$ cat src/rtl/hdlc_txf_pkg.sv
package hdlc_txf_pkg;

    localparam logic [7:0] CMD_XMIT_CONT  = 8'h08;
    localparam logic [7:0] CMD_MSG_END    = 8'h02;
    localparam logic [7:0] CMD_XMIT_RESET = 8'h01;
    localparam logic [7:0] CMD_RECV_RESET = 8'h40;

    typedef enum logic [2:0] {
        ST_INIT,
        ST_IDLE,
        ST_LOAD,
        ST_ISSUE,
        ST_WAIT
    } feed_state_e;

    typedef struct packed {
        logic init;
        logic chunk;
        logic ends_frame;
    } cmd_req_t;

    function automatic logic [7:0] chunk_cmd(input logic ends_frame);
        return ends_frame ? (CMD_XMIT_CONT | CMD_MSG_END) : CMD_XMIT_CONT;
    endfunction

    function automatic logic [7:0] reset_cmd();
        return CMD_XMIT_RESET | CMD_RECV_RESET;
    endfunction

endpackage

$ cat src/rtl/txf_pointer.sv
module txf_pointer #(
    parameter int LEN_W = 9,
    parameter int CHUNK = 32
) (
    input  logic             clk,
    input  logic             rst,
    input  logic             start,
    input  logic [LEN_W-1:0] frame_len,
    input  logic             rewind,
    input  logic             step,
    output logic [LEN_W-1:0] rd_ptr,
    output logic             chunk_last,
    output logic             frame_last,
    output logic             more_left
);
    localparam int CNT_W = (CHUNK > 1) ? $clog2(CHUNK) : 1;
    localparam logic [CNT_W-1:0] CNT_TOP = CNT_W'(CHUNK - 1);

    logic [LEN_W-1:0] len_q;
    logic [LEN_W-1:0] ptr_q;
    logic [CNT_W-1:0] in_chunk_q;

    // ptr_q counts the bytes already handed over, so it doubles as the sent count
    assign frame_last = ({1'b0, ptr_q} + 1'b1) == {1'b0, len_q};
    assign chunk_last = (in_chunk_q == CNT_TOP) || frame_last;
    assign more_left  = ptr_q != len_q;
    assign rd_ptr     = ptr_q;

    always_ff @(posedge clk) begin
        if (rst) begin
            len_q      <= '0;
            ptr_q      <= '0;
            in_chunk_q <= '0;
        end else if (start) begin
            len_q      <= frame_len;
            ptr_q      <= '0;
            in_chunk_q <= '0;
        end else begin
            if (rewind) begin
                ptr_q      <= '0;
                in_chunk_q <= '0;
            end
            if (step) begin
                ptr_q      <= ptr_q + 1'b1;
                in_chunk_q <= chunk_last ? '0 : in_chunk_q + 1'b1;
            end
        end
    end

endmodule

$ cat src/rtl/txf_sequencer.sv
module txf_sequencer
    import hdlc_txf_pkg::*;
#(
    parameter int LEN_W   = 9,
    parameter int MAX_LEN = 300
) (
    input  logic             clk,
    input  logic             rst,
    input  logic             req_valid,
    input  logic [LEN_W-1:0] req_len,
    input  logic             line_active,
    input  logic             pool_ready,
    input  logic             underrun,
    input  logic             repeat_req,
    input  logic             chunk_last,
    input  logic             frame_last,
    input  logic             more_left,
    output logic             req_ready,
    output logic             start,
    output logic             step,
    output logic             rewind,
    output cmd_req_t         cmd_req,
    output logic             confirm
);
    localparam logic [LEN_W-1:0] LEN_MAX = LEN_W'(MAX_LEN);

    feed_state_e state_q, state_d;
    logic        ends_q;
    logic        confirm_q;
    logic        len_ok;
    logic        waiting;
    logic        done_now;

    assign waiting  = state_q == ST_WAIT;
    assign len_ok   = (req_len != '0) && (req_len <= LEN_MAX);
    assign rewind   = waiting && (underrun || repeat_req);
    assign start    = (state_q == ST_IDLE) && req_valid && line_active && len_ok;
    assign step     = state_q == ST_LOAD;
    // a rewind in the same cycle always leaves bytes to send
    assign done_now = waiting && pool_ready && !rewind && !more_left;

    assign req_ready          = state_q == ST_IDLE;
    assign confirm            = confirm_q;
    assign cmd_req.init       = (state_q == ST_INIT) && !rst;
    assign cmd_req.chunk      = state_q == ST_ISSUE;
    assign cmd_req.ends_frame = ends_q;

    always_comb begin
        state_d = state_q;
        case (state_q)
            ST_INIT:  state_d = ST_IDLE;
            ST_IDLE:  if (start) state_d = ST_LOAD;
            ST_LOAD:  if (chunk_last) state_d = ST_ISSUE;
            ST_ISSUE: state_d = ST_WAIT;
            ST_WAIT: begin
                if (pool_ready) state_d = (rewind || more_left) ? ST_LOAD : ST_IDLE;
            end
            default:  state_d = ST_IDLE;
        endcase
    end

    always_ff @(posedge clk) begin
        if (rst) begin
            state_q   <= ST_INIT;
            ends_q    <= 1'b0;
            confirm_q <= 1'b0;
        end else begin
            state_q   <= state_d;
            confirm_q <= done_now;
            if (step && chunk_last) ends_q <= frame_last;
        end
    end

endmodule

$ cat src/rtl/txf_cmd_encoder.sv
module txf_cmd_encoder
    import hdlc_txf_pkg::*;
(
    input  cmd_req_t   cmd_req,
    output logic       cmd_valid,
    output logic [7:0] cmd_code
);
    always_comb begin
        cmd_valid = cmd_req.init || cmd_req.chunk;
        if (cmd_req.init)       cmd_code = reset_cmd();
        else if (cmd_req.chunk) cmd_code = chunk_cmd(cmd_req.ends_frame);
        else                    cmd_code = 8'h00;
    end

endmodule

$ cat src/rtl/hdlc_tx_feeder.sv
module hdlc_tx_feeder
    import hdlc_txf_pkg::*;
#(
    parameter int CHUNK   = 32,
    parameter int MAX_LEN = 300,
    parameter int DATA_W  = 8,
    parameter int LEN_W   = $clog2(MAX_LEN + 1)
) (
    input  logic              clk,
    input  logic              rst,
    input  logic              line_active,
    input  logic              req_valid,
    input  logic [LEN_W-1:0]  req_len,
    output logic              req_ready,
    output logic [LEN_W-1:0]  buf_addr,
    input  logic [DATA_W-1:0] buf_data,
    input  logic              pool_ready,
    input  logic              underrun,
    input  logic              repeat_req,
    output logic              fifo_wr,
    output logic [DATA_W-1:0] fifo_data,
    output logic              cmd_valid,
    output logic [7:0]        cmd_code,
    output logic              confirm
);
    logic     start;
    logic     step;
    logic     rewind;
    logic     chunk_last;
    logic     frame_last;
    logic     more_left;
    cmd_req_t cmd_req;

    txf_pointer #(
        .LEN_W (LEN_W),
        .CHUNK (CHUNK)
    ) u_pointer (
        .clk        (clk),
        .rst        (rst),
        .start      (start),
        .frame_len  (req_len),
        .rewind     (rewind),
        .step       (step),
        .rd_ptr     (buf_addr),
        .chunk_last (chunk_last),
        .frame_last (frame_last),
        .more_left  (more_left)
    );

    txf_sequencer #(
        .LEN_W   (LEN_W),
        .MAX_LEN (MAX_LEN)
    ) u_sequencer (
        .clk         (clk),
        .rst         (rst),
        .req_valid   (req_valid),
        .req_len     (req_len),
        .line_active (line_active),
        .pool_ready  (pool_ready),
        .underrun    (underrun),
        .repeat_req  (repeat_req),
        .chunk_last  (chunk_last),
        .frame_last  (frame_last),
        .more_left   (more_left),
        .req_ready   (req_ready),
        .start       (start),
        .step        (step),
        .rewind      (rewind),
        .cmd_req     (cmd_req),
        .confirm     (confirm)
    );

    txf_cmd_encoder u_cmd (
        .cmd_req   (cmd_req),
        .cmd_valid (cmd_valid),
        .cmd_code  (cmd_code)
    );

    assign fifo_wr   = step;
    assign fifo_data = buf_data;

endmodule

$ cat config.mk
export PLATFORM = sky130hd
export DESIGN_NAME = hdlc_tx_feeder
export DESIGN_NICKNAME = d
export VERILOG_FILES = /design/src/rtl/hdlc_txf_pkg.sv /design/src/rtl/txf_pointer.sv /design/src/rtl/txf_sequencer.sv /design/src/rtl/txf_cmd_encoder.sv /design/src/rtl/hdlc_tx_feeder.sv
export SDC_FILE = /design/constraint.sdc
export NUM_CORES = 1
export LEC_CHECK = 0
export ABC_CLOCK_PERIOD_IN_PS = 1750
export BUFFER_PORTS_ARGS = -buffer_cell sky130_fd_sc_hd__buf_2
export CAP_MARGIN = 10
export CORE_MARGIN = 2
export CORE_UTILIZATION = 35
export DETAILED_ROUTE_END_ITERATION = 6
export HOLD_SLACK_MARGIN = 0.03
export SYNTH_ARGS = -nofsm -noshare
export SYNTH_HDL_FRONTEND = slang
export SYNTH_SLANG_ARGS = --single-unit
$ cat constraint.sdc
create_clock -name clk -period 1.75 [get_ports clk]
set_input_delay 0 -clock clk [delete_from_list [all_inputs] [get_ports clk]]
set_output_delay 0 -clock clk [all_outputs]
set_load 0.005 [all_outputs]
==> results of run 1 <==
registers in the layout, summed over array words and instances, names as in the netlist:
register,cells
u_pointer.len_q,9
u_sequencer.state_q,3
u_pointer.in_chunk_q,5
u_sequencer.confirm,1
u_sequencer.ends_q,1
u_pointer.rd_ptr,9
synth_stat cells (all sizes together), types with 4 or more instances:
cell type,count
clkbuf,4
nand2b,7
dfxtp,28
or3,5
nor3b,6
and3,6
nor2,25
nor2b,5
xnor2,10
nand3,13
mux2i,8
inv,5
buf,21
nand4,6
nor3,4
a21oi,14
o211ai,6
o21ai,8
nand2,13
stage by stage:
| stage | hold WS [ns] | setup TNS (ns) | utilization (%) |
|---|---|---|---|
| after global routing | 0.0843 | -0.372 | 52.3 |
| after detailed placement | 0.0000346 | -0.513 | 43.8 |
| after CTS | 0.0432 | 0 | 48.6 |
| after floorplan | 0.0808 | 0 | - |
| after global placement | 0.0000346 | -0.363 | 43.8 |
| final | 0.0295 | -0.0153 | 52.3 |
what timing repair did:
action	CTS	global route
pin swaps	2	16
setup buffers	1	1
endpoints found under the hold margin	17	0
hold buffers	16	0
gates resized for setup	5	38
setup endpoints to repair	15	24
final cells by class:
| type | instances | area share [%] |
|---|---|---|
| multi-input cells | 174 | 49.6 |
| repair buffers | 86 | 22.9 |
| flip-flops and latches | 28 | 21.4 |
| well taps | 70 | 3.24 |
| clock buffers | 4 | 2.03 |
| inverters | 5 | 0.786 |
worst max-delay path, stage by stage (launching register included):
cell and delay, ns:
dfxtp_4 0.40, and4_1 0.23, nand4_1 0.16, xnor2_1 0.22, nand4_1 0.13, buf_4 0.18, o21bai_4 0.19, and3_4 0.20
cells by family after synthesis:
kind of cell / share of synthesized area [%]
AOI/OAI and AO/OA: 18.4
xor gates and xnor gates: 5.99
adders and majority gates: 1.98
buffers and inverters: 10.0
DFF: 29.5
muxes: 4.21
other: 0.197
and+or+nand+nor: 29.7
power groups by stage:
stage	clock [W]	combinational, W	sequential (W)
3_3_place_gp	0	0.000157	0.000671
2_1_floorplan	0	0.000123	0.000668
6_report	0.000426	0.000215	0.000656
3_5_place_dp	0	0.000158	0.000671
5_1_grt	0.000454	0.000234	0.000658
4_1_cts	0.000420	0.000194	0.000657
metal layers:
metal  up-vias  GRT usage, %  part of all wire (%)
met4         0          3.57                   1.9
li1        937             -                     -
met2        70          27.7                    46
met1       865          22.9                    47
met3        10          2.21                   5.4
met5         -             0                     0
worst paths after layout:
check	to	slack, ns
setup / recovery	u_sequencer.state_q[0]	-0.02
hold / removal	u_pointer.len_q[2]	0.03
setup reg to reg	u_sequencer.state_q[0]	-0.02
hold reg to reg	u_pointer.in_chunk_q[4]	0.47
==> reports/metrics.yaml, run 1 <==
grt:
  antenna_found_initial: 0
  grt_usage_pct: 16.6
  grt_pass1_vias: 1741
  gr-total-overflow: 0
  grt_first_pass_wirelength_mm: 8.13
  grt_max_degree: 18
status:
  violations: "negative setup slack"
  status: "complete, but fails checks"
placed_design:
  place_hpwl_mm: 3.74
  io_buffers: 32
  place.gp.congestion: 0.930
  place_area_um2: 2260
  pre_cts_ws_ns: -0.0695
  place_inst: 345
clock_tree:
  numCtsBuffers: 3
  insertion_delay_ns: 0.28
  root_buffer: "clkbuf_8"
  path_clk_slew_ns: 0.11
  htree_levels: 1
  cts_tree: "built"
  numClockSinks: 28
  clk_path_buf_depth: 2
die:
  dieArea_um2: 6040
  design.portCount: 53
  fp-row-count: 26
  die_h_um: 77.7
  die_width_um: 77.7
  start_util_pct: 36.7
  core-area_um2: 5170
synthesis:
  postSynth.asyncResetShare_pct: 0
  yosys_warnings: 0
  synth_area_um2: 1900
  syn_avg_cell_area_um2: 8.30
  synth_cell_types: 52
  yosys.area.top_type: "dfxtp_1"
  synth-seq-cells: 28
  synth_edf_count: 0
  ys_seq_area_share_pct: 29.5
  synthDominantCellAreaShare_pct: 29.5
  syn-instance-count: 229
  synth_ff_type: "dfxtp_1"
  synth_area_leaders: "dfxtp_1, buf_4, nor2_1"
drt:
  ant_nets: 0
  drc: 0
  vias: 1882
  drt_iter0_drc: 162
  routedWlPerCell_um: 14.2
  first_pass_iters: 4
  viasPerCell: 5.13
  wl_mm: 5.23
critical_path:
  critPathMaxFanout: 4
  worstSetupPathType: "flip-flop to flip-flop"
  crit_start: "u_pointer.rd_ptr[6]"
  reg2reg_from: "u_pointer.rd_ptr[6]"
  worstPathArrival_ns: 1.99
  cp-start-kind: "flip-flop"
  required_ns: 1.98
  worst_r2r_path_depth: 7
  end_kind: "flip-flop"
finish:
  fin_cells: 367
  fillers: 479
  nets: 325
  layout_commonest_cell: "buf_4"
  multi_input_area_um2: 1340
  diodes: 0
  syn_to_final_growth_pct: 42.4
  drive_above_1_share_pct: 38.4
  final_cell_mix: "buf_4, buf_2, nor2_1"
  regArea_um2: 579
  final_area_um2: 2710
pwr:
  p_leak_nw: 1.10
  switching_share_pct: 26.4
  clockPowerShare_pct: 32.8
  vdd_ir_drop_max_v: 0.000358
  power.density_nw_per_um2: 479
  fin_total_pwr_w: 0.00130
  internal-power_w: 0.000955
  p_switching_w: 0.000342
  power_frac_seq_pct: 50.6
  pwr-share-comb_pct: 16.6
flow_run:
  drv_cap: 0
worst_hold_path:
  hold_depth: 3
  hp-start: "req_len[2]"
  hold_class: "input pin to flip-flop"
sta:
  fin_crit_ns: 1.77
  period_share_pct: 101
  rsz0062_at_grt: "yes"
  setup_slack_ns: -0.0153
  fmax_mhz: 566
  slew_violations: 0
  final.setup_skew_ns: 0.00623
  finalHoldViolCount: 0
  setup_viol: 1
(Power assumes the default switching activity.)
==> inputs of run 2 (changes only) <==
--- a/config.mk
+++ b/config.mk
@@ -7,11 +7,11 @@
 export LEC_CHECK = 0
 export ABC_CLOCK_PERIOD_IN_PS = 1750
 export BUFFER_PORTS_ARGS = -buffer_cell sky130_fd_sc_hd__buf_2
-export CAP_MARGIN = 10
 export CORE_MARGIN = 2
 export CORE_UTILIZATION = 35
 export DETAILED_ROUTE_END_ITERATION = 6
 export HOLD_SLACK_MARGIN = 0.03
+export SETUP_SLACK_MARGIN = 0.2
 export SYNTH_ARGS = -nofsm -noshare
 export SYNTH_HDL_FRONTEND = slang
 export SYNTH_SLANG_ARGS = --single-unit
==> run 2 against run 1 <==
Against the previous run: the run still ends with negative setup slack left; worst setup slack lost 0.066 ns; combinational power up 13%; first-iteration DRC count decreased by 44%; utilization increased by 3.5 points; worst hold slack better by 0.017 ns; non-clock buffer count grew 12; critical path depth did not move; cell area grew 6.7%; clock-buffer cell count unchanged; power increased by 5.0%; critical path type unchanged.
==> reports/metrics.yaml, run 2 (synthesis results as in run 1) <==
drt:
  drc: 0
  viasPerCell: 5.22
  drt_iter0_drc: 90
  vias: 1984
  wl_mm: 5.70
  ant_nets: 0
  routedWlPerCell_um: 15.0
  first_pass_iters: 4
clock_tree:
  numCtsBuffers: 3
  insertion_delay_ns: 0.28
  numClockSinks: 28
  clk_path_buf_depth: 2
  path_clk_slew_ns: 0.10
  htree_levels: 1
  root_buffer: "clkbuf_8"
  cts_tree: "built"
placed_design:
  place.gp.congestion: 0.859
  pre_cts_ws_ns: -0.0437
  place_hpwl_mm: 3.76
  place_inst: 340
  io_buffers: 32
critical_path:
  cp-start-kind: "flip-flop"
  end_kind: "flip-flop"
  worst_r2r_path_depth: 7
  required_ns: 1.98
  critPathMaxFanout: 9
  worstPathArrival_ns: 2.06
  rrSetupSlack_ns: -0.08
  worstSetupPathType: "flip-flop to flip-flop"
die:
  dieArea_um2: 6040
  die_width_um: 77.7
  die_h_um: 77.7
  start_util_pct: 36.7
  fp-row-count: 26
  design.portCount: 53
  core-area_um2: 5170
flow_run:
  drv_cap: 0
finish:
  fillers: 484
  diodes: 0
  fin_cells: 380
  nets: 338
  syn_to_final_growth_pct: 51.9
  final_cell_mix: "buf_4, buf_2, nor2_1"
  layout_commonest_cell: "buf_4"
  drive_above_1_share_pct: 47.4
  regArea_um2: 592
  multi_input_area_um2: 1410
grt:
  grt_first_pass_wirelength_mm: 8.86
  grt_max_degree: 18
  grt_usage_pct: 18.3
  gr-total-overflow: 0
  grt_pass1_vias: 1859
  antenna_found_initial: 0
pwr:
  internal-power_w: 0.00101
  power_frac_seq_pct: 47.7
  power.density_nw_per_um2: 472
  switching_share_pct: 25.6
  pwr-share-comb_pct: 17.9
  vdd_ir_drop_max_v: 0.000509
  clockPowerShare_pct: 34.4
  p_leak_nw: 1.20
  p_switching_w: 0.000348
sta:
  finalHoldViolCount: 0
  setup_viol: 4
  slew_violations: 0
  fmax_mhz: 546
  setup_slack_ns: -0.0815
  period_share_pct: 105
  fin_crit_ns: 1.83
  rsz0062_at_grt: "yes"
  final.setup_skew_ns: 0.00344
status:
  violations: "negative setup slack"
  status: "complete, but fails checks"
worst_hold_path:
  hold_depth: 3
  hold_class: "input pin to flip-flop"
-- run 2: area by class of cell --
class | count | area share (%)
clock buffers | 4 | 2.30
inverters | 5 | 0.737
repair buffers | 98 | 24.7
multi-input cells | 175 | 48.7
flip-flops and latches | 28 | 20.5
well taps | 70 | 3.03
-- run 2: timing repair --
| item | CTS | global route |
|---|---|---|
| endpoints found under the setup margin | 27 | 29 |
| cloned | 0 | 1 |
| resized for setup | 34 | 29 |
| buffers inserted | 14 | 5 |
| hold buffers | 16 | 0 |
| pin swaps | 12 | 23 |
| endpoints found under the hold margin | 17 | 0 |
-- run 2: critical path: stages, from the launching register on --
cell and delay [ns]:
dfxtp_2 0.37, ha_4 0.21, nand4_1 0.21, xnor2_1 0.23
nand4_1 0.18, buf_6 0.18, o21bai_4 0.21, and3_1 0.18
-- run 2: metal layers --
layer	global-route usage (%)	vias to the layer above	wire [um]
met2	30.9	66	2680
met4	5.54	0	102
met3	3.49	10	304
met1	23.4	937	2620
li1	-	971	-
met5	0	-	0
-- run 2: worst paths after layout --
kind                                               from                 endpoint
worst max-delay path                u_pointer.rd_ptr[0]   u_sequencer.state_q[0]
worst min-delay path                         req_len[8]       u_pointer.len_q[8]
worst max register to register      u_pointer.rd_ptr[0]   u_sequencer.state_q[0]
worst min register to register  u_pointer.in_chunk_q[4]  u_pointer.in_chunk_q[4]
-- run 2: power groups by stage --
stage	combinational, W	sequential, W	clock (W)
after floorplan	0.000125	0.000667	0
after global placement	0.000156	0.000670	0
after detailed placement	0.000157	0.000670	0
after CTS	0.000209	0.000651	0.000481
after global routing	0.000265	0.000651	0.000513
final	0.000243	0.000650	0.000469
-- run 2: stage by stage --
stage	hold WS (ns)	power (W)	setup TNS (ns)	area [um^2]	util [%]
5_1_grt	0.0600	0.00143	-0.869	2890	55.8
4_1_cts	0.0415	0.00134	0	2720	52.5
3_5_place_dp	0.0000346	0.000827	-0.133	2250	43.5
2_1_floorplan	0.0808	0.000792	0	1970	-
6_report	0.0462	0.00136	-0.218	2890	55.8
3_3_place_gp	0.0000346	0.000826	-0.0337	2250	43.5
